**src/rtl/adc_seq_pkg.sv**
```systemverilog
package adc_seq_pkg;

  typedef enum logic [1:0] {
    ST_IDLE = 2'd0,
    ST_WAKE = 2'd1,
    ST_POST = 2'd2,
    ST_CONV = 2'd3
  } seq_state_e;

  localparam int unsigned CFG_W       = 4;
  localparam int unsigned MODE_W      = 2;
  localparam int unsigned POST_CODE_W = 2;
  localparam int unsigned POST_CNT_W  = 5;
  localparam int unsigned FIN_CLKS    = 2;

  localparam logic [MODE_W-1:0] MODE_RSVD = 2'b00;
  localparam logic [MODE_W-1:0] MODE_POST = 2'b01;
  localparam logic [MODE_W-1:0] MODE_PRE  = 2'b10;
  localparam logic [MODE_W-1:0] MODE_DUAL = 2'b11;

  function automatic logic idle_tracks(input logic [MODE_W-1:0] mode);
    return (mode == MODE_PRE) || (mode == MODE_DUAL);
  endfunction

endpackage

```
**src/rtl/adc_unit_timer.sv**
```systemverilog
module adc_unit_timer #(
  parameter int unsigned CLKS_PER_UNIT = 40,
  parameter int unsigned UNITS_W       = 4
) (
  input  logic               clk_i,
  input  logic               rst_ni,
  input  logic               run_i,
  input  logic [UNITS_W-1:0] units_i,
  output logic               done_o
);

  logic               unit_tick;
  logic [UNITS_W-1:0] unit_q, unit_d;

  generate
    if (CLKS_PER_UNIT > 1) begin : g_prescale
      localparam int unsigned PRE_W = $clog2(CLKS_PER_UNIT);
      localparam logic [PRE_W-1:0] PRE_LAST = PRE_W'(CLKS_PER_UNIT - 1);
      logic [PRE_W-1:0] pre_q, pre_d;

      assign unit_tick = (pre_q == PRE_LAST);

      always_comb begin
        pre_d = '0;
        if (run_i && !unit_tick) pre_d = pre_q + 1'b1;
      end

      always_ff @(posedge clk_i or negedge rst_ni) begin
        if (!rst_ni) pre_q <= '0;
        else         pre_q <= pre_d;
      end
    end else begin : g_direct
      assign unit_tick = 1'b1;
    end
  endgenerate

  always_comb begin
    unit_d = '0;
    if (run_i) unit_d = unit_tick ? unit_q + 1'b1 : unit_q;
  end

  always_ff @(posedge clk_i or negedge rst_ni) begin
    if (!rst_ni) unit_q <= '0;
    else         unit_q <= unit_d;
  end

  assign done_o = run_i && unit_tick && (unit_q == units_i);

endmodule

```
**src/rtl/adc_post_timer.sv**
```systemverilog
module adc_post_timer
  import adc_seq_pkg::*;
(
  input  logic                   clk_i,
  input  logic                   rst_ni,
  input  logic                   run_i,
  input  logic                   sar_ce_i,
  input  logic [POST_CODE_W-1:0] code_i,
  output logic                   done_o
);

  localparam logic [POST_CNT_W-1:0] FIN_LAST = POST_CNT_W'(FIN_CLKS - 1);

  logic [POST_CNT_W-1:0] cnt_q, cnt_d;
  logic                  fin_q, fin_d;
  logic [POST_CNT_W-1:0] sar_last;

  assign sar_last = (POST_CNT_W'(2) << code_i) - 1'b1;

  always_comb begin
    cnt_d = '0;
    fin_d = 1'b0;
    if (run_i) begin
      cnt_d = cnt_q;
      fin_d = fin_q;
      if (fin_q) begin
        cnt_d = cnt_q + 1'b1;
      end else if (sar_ce_i) begin
        if (cnt_q == sar_last) begin
          cnt_d = '0;
          fin_d = 1'b1;
        end else begin
          cnt_d = cnt_q + 1'b1;
        end
      end
    end
  end

  always_ff @(posedge clk_i or negedge rst_ni) begin
    if (!rst_ni) begin
      cnt_q <= '0;
      fin_q <= 1'b0;
    end else begin
      cnt_q <= cnt_d;
      fin_q <= fin_d;
    end
  end

  assign done_o = run_i && fin_q && (cnt_q == FIN_LAST);

endmodule

```
**src/rtl/adc_seq_ctrl.sv**
```systemverilog
module adc_seq_ctrl
  import adc_seq_pkg::*;
(
  input  logic              clk_i,
  input  logic              rst_ni,
  input  logic              conv_start_i,
  input  logic              enable_i,
  input  logic              burst_en_i,
  input  logic [MODE_W-1:0] track_mode_i,
  input  logic              wake_done_i,
  input  logic              post_done_i,
  input  logic              conv_done_i,
  output logic              wake_run_o,
  output logic              post_run_o,
  output logic              power_on_o,
  output logic              track_o,
  output logic              conv_req_o,
  output logic              busy_o
);

  seq_state_e state_q, state_d;
  logic       start_ok;
  logic       need_wake;

  assign start_ok  = conv_start_i && (enable_i || burst_en_i);
  assign need_wake = burst_en_i && !enable_i;

  always_comb begin
    state_d = state_q;
    unique case (state_q)
      ST_IDLE: begin
        if (start_ok) begin
          if (need_wake)                    state_d = ST_WAKE;
          else if (track_mode_i == MODE_PRE) state_d = ST_CONV;
          else                              state_d = ST_POST;
        end
      end
      ST_WAKE: if (wake_done_i) state_d = ST_POST;
      ST_POST: if (post_done_i) state_d = ST_CONV;
      ST_CONV: if (conv_done_i) state_d = ST_IDLE;
      default: state_d = ST_IDLE;
    endcase
  end

  always_ff @(posedge clk_i or negedge rst_ni) begin
    if (!rst_ni) state_q <= ST_IDLE;
    else         state_q <= state_d;
  end

  assign wake_run_o = (state_q == ST_WAKE);
  assign post_run_o = (state_q == ST_POST);
  assign busy_o     = (state_q != ST_IDLE);
  assign conv_req_o = (state_q == ST_CONV);
  assign power_on_o = enable_i || busy_o;
  assign track_o    = (state_q == ST_POST) ||
                      ((state_q == ST_IDLE) && enable_i && idle_tracks(track_mode_i));

endmodule

```
**src/rtl/adc_burst_seq.sv**
```systemverilog
module adc_burst_seq
  import adc_seq_pkg::*;
#(
  parameter int unsigned CLKS_PER_UNIT = 40
) (
  input  logic                   clk_i,
  input  logic                   rst_ni,
  input  logic                   conv_start_i,
  input  logic                   enable_i,
  input  logic                   burst_en_i,
  input  logic [CFG_W-1:0]       pwrup_cfg_i,
  input  logic [MODE_W-1:0]      track_mode_i,
  input  logic [POST_CODE_W-1:0] post_cfg_i,
  input  logic                   sar_ce_i,
  input  logic                   conv_done_i,
  output logic                   power_on_o,
  output logic                   track_o,
  output logic                   conv_req_o,
  output logic                   busy_o
);

  logic [1:0] rst_sync_q;
  logic       rst_n_int;
  logic       wake_run, wake_done;
  logic       post_run, post_done;

  always_ff @(posedge clk_i or negedge rst_ni) begin
    if (!rst_ni) rst_sync_q <= 2'b00;
    else         rst_sync_q <= {rst_sync_q[0], 1'b1};
  end
  assign rst_n_int = rst_sync_q[1];

  adc_seq_ctrl u_ctrl (
    .clk_i        (clk_i),
    .rst_ni       (rst_n_int),
    .conv_start_i (conv_start_i),
    .enable_i     (enable_i),
    .burst_en_i   (burst_en_i),
    .track_mode_i (track_mode_i),
    .wake_done_i  (wake_done),
    .post_done_i  (post_done),
    .conv_done_i  (conv_done_i),
    .wake_run_o   (wake_run),
    .post_run_o   (post_run),
    .power_on_o   (power_on_o),
    .track_o      (track_o),
    .conv_req_o   (conv_req_o),
    .busy_o       (busy_o)
  );

  adc_unit_timer #(
    .CLKS_PER_UNIT (CLKS_PER_UNIT),
    .UNITS_W       (CFG_W)
  ) u_wake (
    .clk_i   (clk_i),
    .rst_ni  (rst_n_int),
    .run_i   (wake_run),
    .units_i (pwrup_cfg_i),
    .done_o  (wake_done)
  );

  adc_post_timer u_post (
    .clk_i    (clk_i),
    .rst_ni   (rst_n_int),
    .run_i    (post_run),
    .sar_ce_i (sar_ce_i),
    .code_i   (post_cfg_i),
    .done_o   (post_done)
  );

endmodule

```
**config.mk**
```make
export PLATFORM = sky130hd
export DESIGN_NAME = adc_burst_seq
export DESIGN_NICKNAME = d
export VERILOG_FILES = /design/src/rtl/adc_seq_pkg.sv /design/src/rtl/adc_unit_timer.sv /design/src/rtl/adc_post_timer.sv /design/src/rtl/adc_seq_ctrl.sv /design/src/rtl/adc_burst_seq.sv
export SDC_FILE = /design/constraint.sdc
export NUM_CORES = 1
export LEC_CHECK = 0
export BUFFER_PORTS_ARGS = -buffer_cell sky130_fd_sc_hd__buf_2
export CAP_MARGIN = 25
export CORE_MARGIN = 8
export CORE_UTILIZATION = 30
export DETAILED_ROUTE_END_ITERATION = 16
export PLACE_DENSITY = 0.59
export SLEW_MARGIN = 20
export SYNTH_ARGS = -nofsm -noshare
export SYNTH_HDL_FRONTEND = slang
export SYNTH_SLANG_ARGS = --single-unit
export TNS_END_PERCENT = 10
```
**constraint.sdc**
```tcl
create_clock -name clk_i -period 1.7 [get_ports clk_i]
set_clock_uncertainty 0.2 [all_clocks]
set_input_delay 0.255 -clock clk_i [delete_from_list [all_inputs] [get_ports clk_i]]
set_output_delay 0.255 -clock clk_i [all_outputs]
set_load 0.01 [all_outputs]
```
==> run summary <==
Status: finished with violations
Failing checks: hold timing, setup timing
Skew-Pair Late Insertion Delay: 0.27 ns
Die area: 6480 sq um
Ys Warns: 0
Post-Syn Area: 1250 sq um
Pin count of the biggest net entering global routing: 19
Seq pwr share: 31.8%
Leakage: 0.747 nW
Vias in the first global route: 1,208
Longest Clk Path Bufs: 2
Nets: 191
Final Util: 41.0%
Die H: 80.5 um
Final setup violation count: 8
Wirelength per Cell: 13.4 um
FF+latch count, synth: 20
Primary FF master, synth: dfrtp_1
Row cnt: 23
Share of the synthesized area in the top cell type: 40.1%
WP buf/inv: 0
Worst endpoint data arrival time: 1.84 ns
RR Endpoint: u_post.cnt_q[3]$_DFFE_PN0P_
Switching Power: 0.000633 W
Pwr Total: 0.00180 W
TritonCTS Buffers: 3
Final period util: 111%
Hold slack: -0.00385 ns
Post-Synthesis Cells: 128
Drt initial violations: 80
Total Wirelength: 2900 um
Detailed Routing Iterations Pass 1: 2
Reg2Reg Depth: 4
Initial Util: 31.2%
CTS sink cnt: 20
Largest cells by area after synthesis: dfrtp_1 (40%), xnor2_1 (8.4%), ha_1 (8.0%)
Tmin final: 1.89 ns
Avg Vias per Cell: 4.86
Comb power frac: 47.5%
RSZ-0062 raised after global routing: true
Area grow syn2layout: 31.4%
Power Density: 1100 nW/um^2
Syn Nets: 151
Most frequent cell after synthesis: dfrtp_1
Ratio of cells with drive above 1 in the final layout: 32.9%
Seq/Total Area, Yosys: 40.1%
Max-Cap Viols: 0
CP delay by family, top: compound AO/OA/AOI/OAI gates
TritonCTS clock tree: yes
Synth area leader: dfrtp_1
Nature of the critical path endpoint: flop
Reg clk slew, reported paths: 0.08 ns
Mapped Avg Cell Area: 9.76 sq um
# IOs: 19
Critical-path cell list: or4_1, o22a_2, a2111oi_4, nor2_1
Max Slew Vio Count: 0
Sw frac: 35.1%
Initial antenna violation count: 0
Routed via count: 1,054
F_max: 0.528 GHz
Post-route antenna net violation count: 0
Total GRT Usage: 10.2%
Fin worst setup slack: -0.195 ns
Number of remaining DRC errors: 0
Global-route wire length before repair: 5180 um
Post-synth top cells: dfrtp_1 (20), xnor2_1 (12), nand2_1 (11)
Clk pwr share: 20.7%
Placer Congestion: 0.790
Critical Path Fanout Max: 3
Core ar.: 4000 sq um
WP data required: 1.65 ns
Hpwl dp: 2240 um
Hold Crit Class: flop to asynchronous set/reset pin
Setup WS pre-CTS: -0.189 ns
Slowest cell delay on critical path: 0.51 ns
Die W: 80.5 um
Reg2Reg Launch Point: u_post.cnt_q[1]$_DFFE_PN0P_
CP Class: flop to flop
CP Launch Type: flop
IO Port Bufs: 18
Pint: 0.00117 W
Worst R2R Setup Slack: -0.19 ns
H-tree levels: 1
Hold Vio Cnt, Final: 9
Distinct cells, synth: 40
Post-synth EDFFs: 0
FILL cells: 402
Synth async-reset ratio: 100%
GRT Residual Overflow: 0
Post-Route Setup TNS: -0.985 ns
VDD IR max: 0.488 mV
Slowest cell on crit path: or4_1
Diode count: 0
Clk Tree Root Cell: clkbuf_8
## how the worst max path moves through the flow
stage                                      from                          end  slack [ns]  depth (start not counted)
floorplan           u_post.cnt_q[2]$_DFFE_PN0P_  u_post.cnt_q[2]$_DFFE_PN0P_       -0.21                          5
global placement    u_post.cnt_q[1]$_DFFE_PN0P_  u_post.cnt_q[4]$_DFFE_PN0P_       -0.17                          4
CTS                 u_post.cnt_q[1]$_DFFE_PN0P_  u_post.cnt_q[3]$_DFFE_PN0P_       -0.20                          4
detailed placement                post_cfg_i[1]  u_post.cnt_q[3]$_DFFE_PN0P_       -0.19                          5
global route        u_post.cnt_q[1]$_DFFE_PN0P_  u_post.cnt_q[3]$_DFFE_PN0P_       -0.27                          4
finish              u_post.cnt_q[1]$_DFFE_PN0P_  u_post.cnt_q[3]$_DFFE_PN0P_       -0.19                          4
## layer usage
metal,vias to the layer above,track usage (%),wire length [um]
li1,534,-,-
met1,502,10.8,1270
met2,12,17.8,1480
met3,6,2.90,97
met4,0,5.09,48
met5,-,0,0
## registers in the layout, indices dropped and copies added (netlist names)
name	cells
rst_sync_q	2
u_wake.g_prescale.pre_q	6
u_ctrl.state_q	2
u_post.fin_q	1
u_post.cnt_q	5
u_wake.unit_q	4
## layout by cell type, fill, tap and decap left out, drive strengths merged, types with 2 or more instances in the layout
master and n:
a21boi 2, and2 5, buf 40, clkbuf 4, dfrtp 20, ha 8
inv 8, nand2 11, nand2b 2, nand3 5, nand3b 2, nor2 9
o2111ai 4, o211ai 2, o21ai 6, o311ai 2, or3 2, xnor2 12
xor2 2
## power groups by stage
| stage | Clock, W | Combinational [W] | Sequential (W) |
|---|---|---|---|
| after detailed placement | 0 | 0.000755 | 0.000587 |
| after global placement | 0 | 0.000730 | 0.000583 |
| after CTS | 0.000387 | 0.000841 | 0.000572 |
| final | 0.000373 | 0.000857 | 0.000575 |
| after floorplan | 0 | 0.000439 | 0.000600 |
| after global routing | 0.000408 | 0.000961 | 0.000583 |
## through the flow
stage / instance area, sq um / hold WS, ns / cells
after floorplan: 1250 / -0.241 / 128
after global placement: 1530 / -0.159 / 211
after detailed placement: 1530 / -0.158 / 211
after CTS: 1620 / 0.00600 / 217
after global routing: 1640 / 0.0608 / 217
final: 1640 / -0.00385 / 217
## timing repair
| item | 4_1_cts | 5_1_grt |
|---|---|---|
| pin swaps | 0 | 2 |
| hold buffers | 1 | 0 |
| hold endpoints to repair | 2 | 0 |
| setup endpoints to repair | 11 | 12 |
| resized for setup | 8 | 7 |
| setup buffers | 1 | 0 |
## area by class of cell
class | count | area [sq um] | share of cell area, %
flip-flops and latches | 20 | 500 | 30.5
repair buffers | 41 | 273 | 16.6
multi-input cells | 94 | 719 | 43.9
well taps | 50 | 62.6 | 3.81
clock buffers | 4 | 55.1 | 3.36
inverters | 8 | 30.0 | 1.83
## cells by family after synthesis
logic type	after synthesis	synth area share, %
compound gates	30	19.8
buf+inv	14	4.91
xor+xnor	14	9.82
other cells	1	0.300
fa+ha+maj	8	8.02
simple gates	41	17.0
flops	20	40.1
Note: power is estimated with default switching activity, not from simulation.
